`src/rtl/mc_ctrl_pkg.sv`:
```
package mc_ctrl_pkg;
  localparam int ALU_W = 4;

  typedef enum logic [3:0] {
    ST_FETCH_A, ST_FETCH_B, ST_OPRD, ST_ALU_RR, ST_ALU_RI, ST_WBACK,
    ST_LD_ADDR, ST_LD_MEM, ST_ST_RELD, ST_ST_ADDR, ST_ST_MEM,
    ST_BR_CMP, ST_BR_TGT, ST_JMP_REL, ST_JMP_REG, ST_JAL_LNK
  } state_e;

  typedef enum logic [3:0] {
    CL_BAD, CL_RR, CL_RI, CL_LOAD, CL_STORE, CL_BRANCH, CL_JREL, CL_JREG, CL_JAL
  } class_e;

  // load-enable bit positions
  localparam int LD_MAR = 0, LD_MDR = 1, LD_IR = 2, LD_PC = 3;
  localparam int LD_A = 4, LD_B = 5, LD_C = 6, LD_N = 7;

  localparam logic [1:0] S1_A = 2'd0, S1_PC = 2'd1, S1_MDR = 2'd2;
  localparam logic [2:0] S2_B = 3'd0, S2_IMM16 = 3'd1, S2_IMM26 = 3'd2,
                         S2_FOUR = 3'd3, S2_ZERO = 3'd4;
  localparam logic [ALU_W-1:0] ALU_ADD = 4'd0, ALU_SEQ = 4'd6;

  // opcode lines that the decoder groups into classes
  localparam int OP_RR = 0, OP_JREL = 2, OP_JAL = 3, OP_BR = 4;
  localparam int OP_RI_LO = 8, OP_RI_HI = 13, OP_JREG = 18;
  localparam int OP_LOAD = 35, OP_STORE = 43;

  typedef struct packed {
    logic [LD_N-1:0]  ld;
    logic             rf_we;
    logic             rd2_rd;
    logic             wa_r31;
    logic             wd_pc;
    logic [1:0]       s1;
    logic [2:0]       s2;
    logic [ALU_W-1:0] alu;
    logic             mem_rd;
    logic             mem_wr;
    logic             mdr_b;
    logic             gate_rdy;
    logic             gate_cond;
  } cword_t;
endpackage

```
`src/rtl/mc_opdec.sv`:
```
module mc_opdec
  import mc_ctrl_pkg::*;
#(
  parameter int OPC_W = 6
) (
  input  logic [OPC_W-1:0] opcode,
  output class_e           cls
);
  localparam int LINES = 1 << OPC_W;

  logic [LINES-1:0] line;

  for (genvar i = 0; i < LINES; i++) begin : g_line
    assign line[i] = (opcode == OPC_W'(i));
  end

  always_comb begin
    cls = CL_BAD;
    if (line[OP_RR])                 cls = CL_RR;
    if (|line[OP_RI_HI:OP_RI_LO])    cls = CL_RI;
    if (line[OP_LOAD])               cls = CL_LOAD;
    if (line[OP_STORE])              cls = CL_STORE;
    if (line[OP_BR])                 cls = CL_BRANCH;
    if (line[OP_JREL])               cls = CL_JREL;
    if (line[OP_JREG])               cls = CL_JREG;
    if (line[OP_JAL])                cls = CL_JAL;
  end
endmodule

```
`src/rtl/mc_seq.sv`:
```
module mc_seq
  import mc_ctrl_pkg::*;
(
  input  logic   clk,
  input  logic   rst,
  input  class_e cls,
  input  logic   mem_rdy,
  input  logic   br_true,
  output state_e state_q,
  output state_e state_d,
  output logic   cond_q
);
  always_comb begin
    state_d = state_q;
    case (state_q)
      ST_FETCH_A: state_d = ST_FETCH_B;
      ST_FETCH_B: if (mem_rdy) state_d = ST_OPRD;
      ST_OPRD: begin
        case (cls)
          CL_RR:     state_d = ST_ALU_RR;
          CL_RI:     state_d = ST_ALU_RI;
          CL_LOAD:   state_d = ST_LD_ADDR;
          CL_STORE:  state_d = ST_ST_RELD;
          CL_BRANCH: state_d = ST_BR_CMP;
          CL_JREL:   state_d = ST_JMP_REL;
          CL_JREG:   state_d = ST_JMP_REG;
          CL_JAL:    state_d = ST_JAL_LNK;
          default:   state_d = ST_FETCH_A;
        endcase
      end
      ST_ALU_RR, ST_ALU_RI: state_d = ST_WBACK;
      ST_LD_ADDR: state_d = ST_LD_MEM;
      ST_LD_MEM:  if (mem_rdy) state_d = ST_WBACK;
      ST_ST_RELD: state_d = ST_ST_ADDR;
      ST_ST_ADDR: state_d = ST_ST_MEM;
      ST_ST_MEM:  if (mem_rdy) state_d = ST_FETCH_A;
      ST_BR_CMP:  state_d = ST_BR_TGT;
      ST_JAL_LNK: state_d = ST_JMP_REL;
      default:    state_d = ST_FETCH_A;
    endcase
  end

  always_ff @(posedge clk) begin
    if (rst) begin
      state_q <= ST_FETCH_A;
      cond_q  <= 1'b0;
    end else begin
      state_q <= state_d;
      if (state_q == ST_BR_CMP) cond_q <= br_true;
    end
  end
endmodule

```
`src/rtl/mc_cword.sv`:
```
module mc_cword
  import mc_ctrl_pkg::*;
#(
  parameter int FN_W = 6
) (
  input  state_e          st,
  input  logic [FN_W-1:0] funct,
  input  logic [2:0]      ri_op,
  output cword_t          cw
);
  always_comb begin
    cw = '0;
    case (st)
      ST_FETCH_A: begin
        cw.ld[LD_MAR] = 1'b1; cw.s1 = S1_PC; cw.s2 = S2_ZERO; cw.alu = ALU_ADD;
      end
      ST_FETCH_B: begin
        cw.ld[LD_IR] = 1'b1; cw.ld[LD_PC] = 1'b1; cw.s1 = S1_PC; cw.s2 = S2_FOUR;
        cw.mem_rd = 1'b1; cw.gate_rdy = 1'b1;
      end
      ST_OPRD: begin
        cw.ld[LD_A] = 1'b1; cw.ld[LD_B] = 1'b1;
      end
      ST_ALU_RR: begin
        cw.ld[LD_C] = 1'b1; cw.s1 = S1_A; cw.s2 = S2_B; cw.alu = ALU_W'(funct);
      end
      ST_ALU_RI: begin
        cw.ld[LD_C] = 1'b1; cw.s1 = S1_A; cw.s2 = S2_IMM16; cw.alu = ALU_W'(ri_op);
      end
      ST_WBACK: cw.rf_we = 1'b1;
      ST_LD_ADDR, ST_ST_ADDR: begin
        cw.ld[LD_MAR] = 1'b1; cw.s1 = S1_A; cw.s2 = S2_IMM16; cw.alu = ALU_ADD;
      end
      ST_LD_MEM: begin
        cw.ld[LD_C] = 1'b1; cw.s1 = S1_MDR; cw.s2 = S2_ZERO;
        cw.mem_rd = 1'b1; cw.gate_rdy = 1'b1;
      end
      ST_ST_RELD: begin
        cw.ld[LD_B] = 1'b1; cw.rd2_rd = 1'b1;
      end
      ST_ST_MEM: begin
        cw.ld[LD_MDR] = 1'b1; cw.mdr_b = 1'b1; cw.mem_wr = 1'b1;
      end
      ST_BR_CMP: begin
        cw.s1 = S1_A; cw.s2 = S2_B; cw.alu = ALU_SEQ;
      end
      ST_BR_TGT: begin
        cw.ld[LD_PC] = 1'b1; cw.s1 = S1_PC; cw.s2 = S2_IMM16; cw.gate_cond = 1'b1;
      end
      ST_JMP_REL: begin
        cw.ld[LD_PC] = 1'b1; cw.s1 = S1_PC; cw.s2 = S2_IMM26;
      end
      ST_JMP_REG: begin
        cw.ld[LD_PC] = 1'b1; cw.s1 = S1_A; cw.s2 = S2_IMM16;
      end
      ST_JAL_LNK: begin
        cw.rf_we = 1'b1; cw.wa_r31 = 1'b1; cw.wd_pc = 1'b1;
      end
      default: cw = '0;
    endcase
  end
endmodule

```
`src/rtl/mc_ctrl.sv`:
```
module mc_ctrl
  import mc_ctrl_pkg::*;
#(
  parameter int OPC_W = 6,
  parameter int FN_W  = 6
) (
  input  logic             clk,
  input  logic             rst,
  input  logic [OPC_W-1:0] opcode,
  input  logic [FN_W-1:0]  funct,
  input  logic             br_true,
  input  logic             mem_rdy,
  output logic [LD_N-1:0]  ld_en,
  output logic             rf_we,
  output logic             rd2_sel,
  output logic             wa_sel,
  output logic             wd_sel,
  output logic [1:0]       s1_sel,
  output logic [2:0]       s2_sel,
  output logic [ALU_W-1:0] alu_op,
  output logic             mem_rd,
  output logic             mem_wr,
  output logic             mdr_sel
);
  class_e cls;
  state_e state_q, state_d, st_word;
  logic   cond_q, hold;
  cword_t cw_d, cw_q;

  mc_opdec #(.OPC_W(OPC_W)) u_dec (.opcode(opcode), .cls(cls));

  mc_seq u_seq (
    .clk(clk), .rst(rst), .cls(cls), .mem_rdy(mem_rdy), .br_true(br_true),
    .state_q(state_q), .state_d(state_d), .cond_q(cond_q)
  );

  // the word for the coming state is computed one cycle ahead and registered
  assign st_word = rst ? ST_FETCH_A : state_d;

  mc_cword #(.FN_W(FN_W)) u_word (
    .st(st_word), .funct(funct), .ri_op(opcode[2:0]), .cw(cw_d)
  );

  always_ff @(posedge clk) cw_q <= cw_d;

  // loads that must wait for memory or for a true branch condition
  assign hold = (cw_q.gate_rdy & ~mem_rdy) | (cw_q.gate_cond & ~cond_q);

  assign ld_en   = hold ? '0 : cw_q.ld;
  assign rf_we   = hold ? 1'b0 : cw_q.rf_we;
  assign rd2_sel = cw_q.rd2_rd;
  assign wa_sel  = cw_q.wa_r31;
  assign wd_sel  = cw_q.wd_pc;
  assign s1_sel  = cw_q.s1;
  assign s2_sel  = cw_q.s2;
  assign alu_op  = cw_q.alu;
  assign mem_rd  = cw_q.mem_rd;
  assign mem_wr  = cw_q.mem_wr;
  assign mdr_sel = cw_q.mdr_b;
endmodule

```
`config.mk`:
```
export PLATFORM = sky130hd
export DESIGN_NAME = mc_ctrl
export DESIGN_NICKNAME = d
export VERILOG_FILES = /design/src/rtl/mc_ctrl_pkg.sv /design/src/rtl/mc_opdec.sv /design/src/rtl/mc_seq.sv /design/src/rtl/mc_cword.sv /design/src/rtl/mc_ctrl.sv
export SDC_FILE = /design/constraint.sdc
export NUM_CORES = 1
export LEC_CHECK = 0
export ABC_AREA = 0
export BUFFER_PORTS_ARGS = -buffer_cell sky130_fd_sc_hd__clkbuf_2
export CAP_MARGIN = 20
export CORE_ASPECT_RATIO = 0.75
export CORE_MARGIN = 8
export CORE_UTILIZATION = 56
export CTS_CLUSTER_SIZE = 40
export DETAILED_ROUTE_END_ITERATION = 10
export GPL_TIMING_DRIVEN = 0
export PLACE_DENSITY = 0.95
export SLEW_MARGIN = 20
export SYNTH_ARGS = -nofsm -noshare
export SYNTH_HDL_FRONTEND = slang
export SYNTH_SLANG_ARGS = --single-unit
```
`constraint.sdc`:
```
create_clock -name clk -period 5.65 [get_ports clk]
set_input_delay 0.2825 -clock clk [delete_from_list [all_inputs] [get_ports clk]]
set_output_delay 0.2825 -clock clk [all_outputs]
set_load 0.02 [all_outputs]
```
==> run metrics, run 1 <==
final period utilization=50.4%; Worst Path Max Fanout=10; critical path class=in2reg; core area=2560 um2; die area=4580 um2; Final Net Count=233; RSZ-0062 raised after global routing=false; syn avg cell area=8.52 um2; initial core utilization=58.2%; YS warnings=0; commonest non-fill, non-tap cell in the layout=clkbuf_2; worst endpoint required time=5880 ps; commonest cells after routing, fill and taps aside=35 x clkbuf_2, 26 x dfxtp_1, 13 x and2_1, 12 x nor2_1, 11 x buf_4; hold depth=2; Rows=16; CTS Buffer Depth=2; cts bufs inserted=3; fraction of registers with async set/reset=0%; Pwr per Cell Area=234 nW/um2; Worst-path clk slew=140 ps; CTS tree=built; Placer Congestion=0.850; layout cells sized above 1=32.7%; Worst-Skew Late Latency=320 ps; final WL=3.53 mm; H-Tree Depth=1; Leak=0.000788 uW; Fin Setup TNS=0 ps; wire per inst=14.1 um; R2R depth=7; Crit path arrival time=3080 ps; number of synthesized register bits=26; Global Route Usage Sum=15.9%; Post-synth EDFFs=0; initial antenna violation count=0; Vias per Instance=5.64; Max Cap Viol=0; CP startpoint kind=primary input; die width=75.6 um; Ports=39; DRT antenna net count=0; ys flop type=dfxtp_1; clock skew=3.38 ps; Iteration-0 DRC Markers=166; grt total ovfl=0; DRC Markers=0; final setup vio count=0; Port-buffer cells=35; CTS sink cnt=26; post-DP HPWL=2.59 mm; pin count of the biggest net entering global routing=16; PostCTS Resize Cnt=0; synthesized area=1490 um2; Post-Synthesis Cells=175; total vias in the final route=1,411; Cell variety after synth=60; area grow syn2layout=18.3%; number of global-route vias before repair=1,249; min Tclk post-route=2850 ps; Hold Vio Cnt, Final=0; TritonRoute pass-1 iters=5; Setup crit end kind=register; Slew headroom=53.7%; postcts setup bufs=0; post-layout util=68.8%; worst slew pin tran=686 ps; CTS Root Cell=clkbuf_4; syn nets=193; CTS Hold Bufs=0; Die Y=60.7 um; count of pins over their slew limit=0; share of the yosys chip area belonging to registers=34.9%; hold crit path type=in2reg; status=completed; Antenna Cells=0; fmax=0.351 GHz; peak supply drop=208 uV; global-route wire length before repair=5.62 mm
[state kept, by name, indices dropped and copies added (netlist names)]
register       flops
cw_q              10
alu_op             4
u_seq.state_q      4
s2_sel             3
s1_sel             2
rd2_sel            1
u_seq.cond_q       1
wa_sel             1
[power breakdown]
part | switching, uW | internal (uW) | total (uW)
registers | 2.84 | 193 | 196
clock network | 53.1 | 71.7 | 125
logic | 54.0 | 36.6 | 90.6
total | 110 | 302 | 412
[cell type report]
cell class                      count  area [um2]
Tap cell                           36        45.0
Fill cell                         215         800
Timing Repair Buffer               35         175
Inverter                           10        37.5
Sequential cell                    26         520
Clock buffer                        3        22.5
Buffer                             19         139
Multi-Input combinational cell    120         793
Clock inverter                      1        30.0
[cell families after synthesis]
kind of cell               count (synthesis)  synth area share (%)
adders and majority gates                  2                  1.68
muxes                                      1                 0.756
and+or+nand+nor                           70                  26.8
xor gates and xnor gates                   2                  1.18
buffers and inverters                     29                  11.8
AOI/OAI and AO/OA                         45                  22.8
DFF                                       26                  34.9
[per-layer routing]
metal  wire length, um  global-route usage [%]
met1              1510                    19.7
met5                 0                       0
met3               318                    3.96
met2              1590                    26.3
met4               113                    5.18
[cell usage after synthesis, types with 2 or more instances]
| cell type | number | share of area, % |
|---|---|---|
| a2111oi_0 | 2 | 1.2 |
| inv_1 | 8 | 2.0 |
| nand2b_1 | 2 | 0.84 |
| nand4_1 | 2 | 0.84 |
| a22o_1 | 2 | 1.2 |
| a41o_1 | 2 | 1.3 |
| ha_1 | 2 | 1.7 |
| and2_1 | 13 | 5.5 |
| nor3b_1 | 3 | 1.5 |
| nand2_1 | 10 | 2.5 |
| buf_4 | 11 | 5.5 |
| a21oi_1 | 7 | 2.4 |
| clkbuf_1 | 2 | 0.50 |
| nor2_1 | 12 | 3.0 |
| o21ai_0 | 10 | 3.4 |
| buf_6 | 3 | 2.3 |
| inv_2 | 2 | 0.50 |
| dfxtp_1 | 26 | 35 |
| nor3_1 | 10 | 3.4 |
| nand3_1 | 2 | 0.67 |
| a211oi_2 | 2 | 1.7 |
| buf_2 | 3 | 1.0 |
| nor4_1 | 2 | 0.84 |
[critical path: stages]
cell and delay [ps]:
clkbuf_2 90, clkbuf_1 370, nor2_1 100, a32oi_1 310, o22a_1 230, ha_1 150, or3b_2 440, a211o_1 320
o211ai_2 80, nand2_1 200, nor3b_1 260, a22o_1 250
[path summary, 6_finish.rpt]
| kind | startpoint | to | slack [ps] |
|---|---|---|---|
| max | opcode[3] | s2_sel[2] | 2800 |
| min | rst | u_seq.cond_q | 170 |
| max reg2reg | u_seq.state_q[0] | alu_op[1] | 3340 |
| min reg2reg | u_seq.cond_q | u_seq.cond_q | 600 |
[per-stage QoR]
stage               instances  hold WS, ps  area (um2)  power [uW]  setup slack, ps
floorplan                 175          355        1490         263             3040
global placement          246          497        1710         287             2650
detailed placement        246          508        1710         289             2530
CTS                       250          163        1760         412             2860
global route              250          154        1760         431             2660
finish                    250          167        1760         412             2800
(Power assumes the default switching activity.)
==> run 2, diff against run 1 <==
--- a/config.mk
+++ b/config.mk
@@ -10,11 +10,11 @@
 export CAP_MARGIN = 20
 export CORE_ASPECT_RATIO = 0.75
 export CORE_MARGIN = 8
-export CORE_UTILIZATION = 56
+export CORE_UTILIZATION = 47
 export CTS_CLUSTER_SIZE = 40
 export DETAILED_ROUTE_END_ITERATION = 10
 export GPL_TIMING_DRIVEN = 0
-export PLACE_DENSITY = 0.95
+export PLACE_DENSITY = 0.87
 export SLEW_MARGIN = 20
 export SYNTH_ARGS = -nofsm -noshare
 export SYNTH_HDL_FRONTEND = slang
==> constraint.sdc (replaced) <==
create_clock -name clk -period 2.5 [get_ports clk]
set_input_delay 0.125 -clock clk [delete_from_list [all_inputs] [get_ports clk]]
set_output_delay 0.125 -clock clk [all_outputs]
set_load 0.02 [all_outputs]
==> run metrics, run 2 (synthesis results as in run 1) <==
status=completed; R2R depth=8 (+1); post-layout util=60.8% (-8.0 points); post-DP HPWL=2.79 mm (+7.7%); Place WS=-401 ps (-2940 ps); commonest non-fill, non-tap cell in the layout=clkbuf_2; Ports=39 (unchanged); Reg2Reg Capture Point=cw_q[18]; wire per inst=14.2 um (+0.84%); die width=81.0 um (+7.2%); final period utilization=95.2%; DRC Markers=0 (unchanged); number of global-route vias before repair=1,253 (+0.32%); worst slew pin tran=569 ps (-117 ps); Worst-Skew Late Latency=270 ps (-50 ps); Setup crit end kind=register; Worst-path clk slew=80 ps (-60 ps); final worst slack=119 ps (-2680 ps); CP startpoint kind=primary input; count of pins over their slew limit=0 (unchanged); initial antenna violation count=0 (unchanged); Worst Path Max Fanout=10 (unchanged); area grow syn2layout=21.5%; CTS Root Cell=clkbuf_8; core area=2980 um2 (+16%); Slew headroom=62.0% (+8.4 points); H-Tree Depth=1 (unchanged); Antenna Cells=0 (unchanged); CTS sink cnt=26 (unchanged); worst reg2reg startpoint=u_seq.state_q[1]; hold depth=3 (+1); final WL=3.59 mm (+1.6%); Fillers=281 (+31%); die area=5250 um2 (+14%); TritonRoute pass-1 iters=4 (-1); DRT antenna net count=0 (unchanged); worst hold endpoint=alu_op[3]; Port-buffer cells=35 (unchanged); cts bufs inserted=3 (unchanged); min Tclk post-route=2380 ps; Iteration-0 DRC Markers=54 (-67%); register name with the most flops=cw_q; worst endpoint required time=2710 ps (-3170 ps); CTS tree=built; critical path class=in2reg; hold crit path type=in2reg; pin count of the biggest net entering global routing=15 (-1); CTS Buffer Depth=2 (unchanged); clock skew=2.60 ps (-0.784 ps); Seq. cell area=520 um2 (unchanged); Global Route Usage Sum=13.9% (-1.9 points); fmax=0.420 GHz; Vias per Instance=5.50 (-2.6%); initial core utilization=50.0% (-8.1 points); total power=913 uW (+120%); Multi-input gate area=835 um2 (+5.2%); reg2reg setup slack=300 ps (-3040 ps); Max Cap Viol=0 (unchanged); Leak=0.000801 uW (+1.6%); peak supply drop=385 uV (+85%); total vias in the final route=1,385 (-1.8%); Worst Min Path Start=funct[3]; Die Y=64.8 um (+6.7%); Final Net Count=233 (unchanged); placed instance count=248 (+0.81%); final setup vio count=0 (unchanged); Final Non-Filler Cells=252 (+0.80%); grt total ovfl=0 (unchanged); global-route wire length before repair=5.89 mm (+4.7%); number of flip-flops in the largest register=10 (unchanged); Pwr per Cell Area=504 nW/um2 (+120%); Rows=17 (+1); Hold Vio Cnt, Final=0 (unchanged); Crit path arrival time=2590 ps (-490 ps); commonest cells after routing, fill and taps aside=35 x clkbuf_2, 26 x dfxtp_1, 13 x and2_1, 12 x nor2_1, 11 x buf_4; layout cells sized above 1=36.0% (+3.3 points); Placer Congestion=0.886 (+4.2%)
-- run 2: what timing repair did --
action                                  CTS  global route
buffers inserted                          0             0
hold buffers                              0             0
endpoints found under the setup margin    6            11
resized for setup                         1            11
cloned                                    0             0
-- run 2: per-layer routing --
| layer | track usage (%) | vias to the layer above | part of all wire (%) |
|---|---|---|---|
| met5 | 0 | - | 0 |
| met4 | 4.00 | 0 | 1.1 |
| met3 | 4.82 | 5 | 9.3 |
| met2 | 19.8 | 55 | 44 |
| met1 | 19.2 | 617 | 45 |
| li1 | - | 708 | - |
-- run 2: worst max path at each step --
stage	startpoint	end	cells past startpoint
floorplan	opcode[3]	alu_op[1]	12
global placement	opcode[3]	s2_sel[2]	12
detailed placement	opcode[3]	alu_op[2]	13
CTS	opcode[2]	alu_op[2]	12
global route	opcode[3]	alu_op[2]	13
finish	opcode[3]	alu_op[2]	13
-- run 2: final cells by class --
type / count / share of cell area [%]
Sequential cell: 26 / 28.7
Timing Repair Buffer: 35 / 9.68
Clock buffer: 4 / 3.04
Inverter: 10 / 2.07
Buffer: 19 / 7.74
Tap cell: 38 / 2.63
Multi-Input combinational cell: 120 / 46.1
-- run 2: metrics by stage --
stage,instance area [um2],hold slack (ps),TNS [ps]
finish,1810,69.9,0
global route,1810,64.6,-39.8
CTS,1770,66.7,0
detailed placement,1710,355,-3620
global placement,1710,342,-2540
floorplan,1490,197,0
-- run 2: report_power, final --
part / leakage, uW / total [uW] / internal (uW) / switching, uW
Sequential: 0.000213 / 443 / 437 / 6.68
Clock: 0.0000288 / 260 / 141 / 119
Combinational: 0.000559 / 209 / 85.3 / 124
Total: 0.000801 / 913 / 663 / 250
-- run 2: worst max-delay path: stages --
cell and delay (ps):
clkbuf_2 80, buf_2 210, nor2_1 80, a32oi_2 190, o22a_1 200, ha_1 150, or3b_2 440, a211o_1 310
o211ai_2 90, buf_6 180, a21oi_1 100, a2111oi_2 290, a41o_1 140
==> run 3, diff against run 2 <==
--- a/config.mk
+++ b/config.mk
@@ -10,11 +10,11 @@
 export CAP_MARGIN = 20
 export CORE_ASPECT_RATIO = 0.75
 export CORE_MARGIN = 8
-export CORE_UTILIZATION = 47
+export CORE_UTILIZATION = 56
 export CTS_CLUSTER_SIZE = 40
 export DETAILED_ROUTE_END_ITERATION = 10
 export GPL_TIMING_DRIVEN = 0
-export PLACE_DENSITY = 0.87
+export PLACE_DENSITY = 0.95
 export SLEW_MARGIN = 20
 export SYNTH_ARGS = -nofsm -noshare
 export SYNTH_HDL_FRONTEND = slang
==> constraint.sdc (replaced) <==
create_clock -name clk -period 2.8 [get_ports clk]
set_input_delay 0.42 -clock clk [delete_from_list [all_inputs] [get_ports clk]]
set_output_delay 0.42 -clock clk [all_outputs]
set_load 0.02 [all_outputs]
==> run metrics, run 3 (synthesis results as in run 1) <==
fmax=0.367 GHz; total power=837 uW (-8.3%); Hold Vio Cnt, Final=0 (unchanged); hold crit path type=in2reg; grt total ovfl=0 (unchanged); pin count of the biggest net entering global routing=16 (+1); post-DP HPWL=2.59 mm (-7.2%); initial core utilization=58.2% (+8.1 points); status=completed; Multi-input gate area=817 um2 (-2.1%); Place WS=-453 ps (-51.3 ps); min Tclk post-route=2730 ps; Crit path arrival time=3000 ps (+410 ps); Buf/Inv on CP=3 (unchanged); CTS Hold Bufs=0 (unchanged); hold depth=2 (-1); number of global-route vias before repair=1,249 (-0.32%); CTS Buffer Depth=2 (unchanged); global-route wire length before repair=5.62 mm (-4.5%); peak supply drop=421 uV (+9.2%); Iteration-0 DRC Markers=145 (+170%); CTS sink cnt=26 (unchanged); Max Cap Viol=0 (unchanged); final setup vio count=0 (unchanged); DRT antenna net count=0 (unchanged); final period utilization=97.4%; H-Tree Depth=1 (unchanged); worst endpoint required time=3070 ps (+360 ps); Seq. cell area=520 um2 (unchanged); CTS Root Cell=clkbuf_4; Rows=16 (-1); Final Non-Filler Cells=250 (-0.79%); core area=2560 um2 (-14%); R2R depth=7 (-1); layout cells sized above 1=34.6% (-1.4 points); commonest non-fill, non-tap cell in the layout=clkbuf_2; Worst-Skew Late Latency=320 ps (+50 ps); worst path cell trace=clkbuf_2 > clkbuf_2 > nor2_1 > a32oi_2 > o22a_1 > ha_1 > or3b_2 > a211o_1 > o211ai_2 > buf_6 > a21oi_1 > a2111oi_1 > a41o_1; initial antenna violation count=0 (unchanged); Worst-path clk slew=140 ps (+60 ps); die width=75.6 um (-6.7%); total vias in the final route=1,408 (+1.7%); Fillers=213 (-24%); Ports=39 (unchanged); critical path class=in2reg; Die Y=60.7 um (-6.3%); Leak=0.000797 uW (-0.48%); final WL=3.57 mm (-0.36%); Vias per Instance=5.63 (+2.5%); Pwr per Cell Area=468 nW/um2 (-7.2%); critical path depth=13 (unchanged); crit path max-delay cell type=or3b_2; Final Net Count=233 (unchanged); worst slew pin tran=682 ps (+113 ps); register name with the most flops=cw_q; final worst slack=72.2 ps (-47.3 ps); area grow syn2layout=20.0%; Global Route Usage Sum=15.9% (+1.9 points); wire per inst=14.3 um (+0.43%); CP peak stage delay=440 ps (about the same); die area=4580 um2 (-13%); most used cell, CP=clkbuf_2; DRC Markers=0 (unchanged); CP startpoint kind=primary input; clock skew=5.07 ps (+2.47 ps); Placer Congestion=0.850 (-4.0%); CP delay by family, top=compound AO/OA/AOI/OAI gates; commonest cells after routing, fill and taps aside=36 x clkbuf_2, 26 x dfxtp_1, 13 x and2_1, 12 x nor2_1, 11 x buf_4; Port-buffer cells=35 (unchanged); CTS tree=built; Worst Path Max Fanout=10 (unchanged); cts bufs inserted=3 (unchanged); placed instance count=246 (-0.81%); Slew headroom=53.9% (-8.1 points); Setup crit end kind=register; number of flip-flops in the largest register=10 (unchanged); count of pins over their slew limit=0 (unchanged); Antenna Cells=0 (unchanged); TritonRoute pass-1 iters=4 (unchanged)
-- run 3: cell count changes in the layout (fill, tap and decap cells not counted), sizes merged --
cell    previous run  this run
bufinv             0         1
buf               18        17
-- run 3: worst reg2reg max path: stages (launching register included) --
cell and delay, ps:
dfxtp_1 340, buf_6 130, nor4b_1 630, nand2_1 120, a21oi_1 250, o21ai_0 210, a2111oi_1 480, a41o_1 150
-- run 3: worst paths after layout --
kind         slack (ps)            to             start
max                  70     alu_op[2]         opcode[3]
min                 300  u_seq.cond_q               rst
max reg2reg         450     alu_op[2]  u_seq.state_q[0]
min reg2reg         600  u_seq.cond_q      u_seq.cond_q
-- run 3: area by class of cell --
| class | count | area share (%) |
|---|---|---|
| clock inverter | 1 | 1.68 |
| clock buffer | 3 | 1.26 |
| multi-input combinational | 120 | 45.7 |
| timing repair buffer | 35 | 9.80 |
| sequential | 26 | 29.1 |
| tap | 36 | 2.52 |
| buffer | 19 | 7.84 |
| inverter | 10 | 2.10 |
-- run 3: where the power goes --
group | switching (uW) | total, uW | internal [uW]
clock network | 109 | 254 | 145
registers | 5.71 | 396 | 390
logic | 112 | 187 | 75.2
total | 226 | 837 | 610
-- run 3: layer usage --
metal	GRT usage [%]	vias to the layer above	wire (um)
li1	-	701	-
met1	19.7	619	1500
met2	26.3	76	1650
met3	3.96	12	339
met4	5.18	0	87
met5	0	-	0
-- run 3: what timing repair did --
item,CTS,global route
buffers inserted,0,0
endpoints found under the setup margin,8,7
gates resized for setup,1,7
-- run 3: through the flow --
| step | instance area (um2) | utilization, % | hold slack, ps | setup TNS, ps |
|---|---|---|---|---|
| final | 1790 | 69.8 | 302 | 0 |
| after global routing | 1790 | 69.8 | 291 | -49.0 |
| after CTS | 1760 | 68.8 | 301 | 0 |
| after detailed placement | 1710 | 66.7 | 583 | -5170 |
| after global placement | 1710 | 66.7 | 571 | -2680 |
| after floorplan | 1490 | - | 492 | 0 |
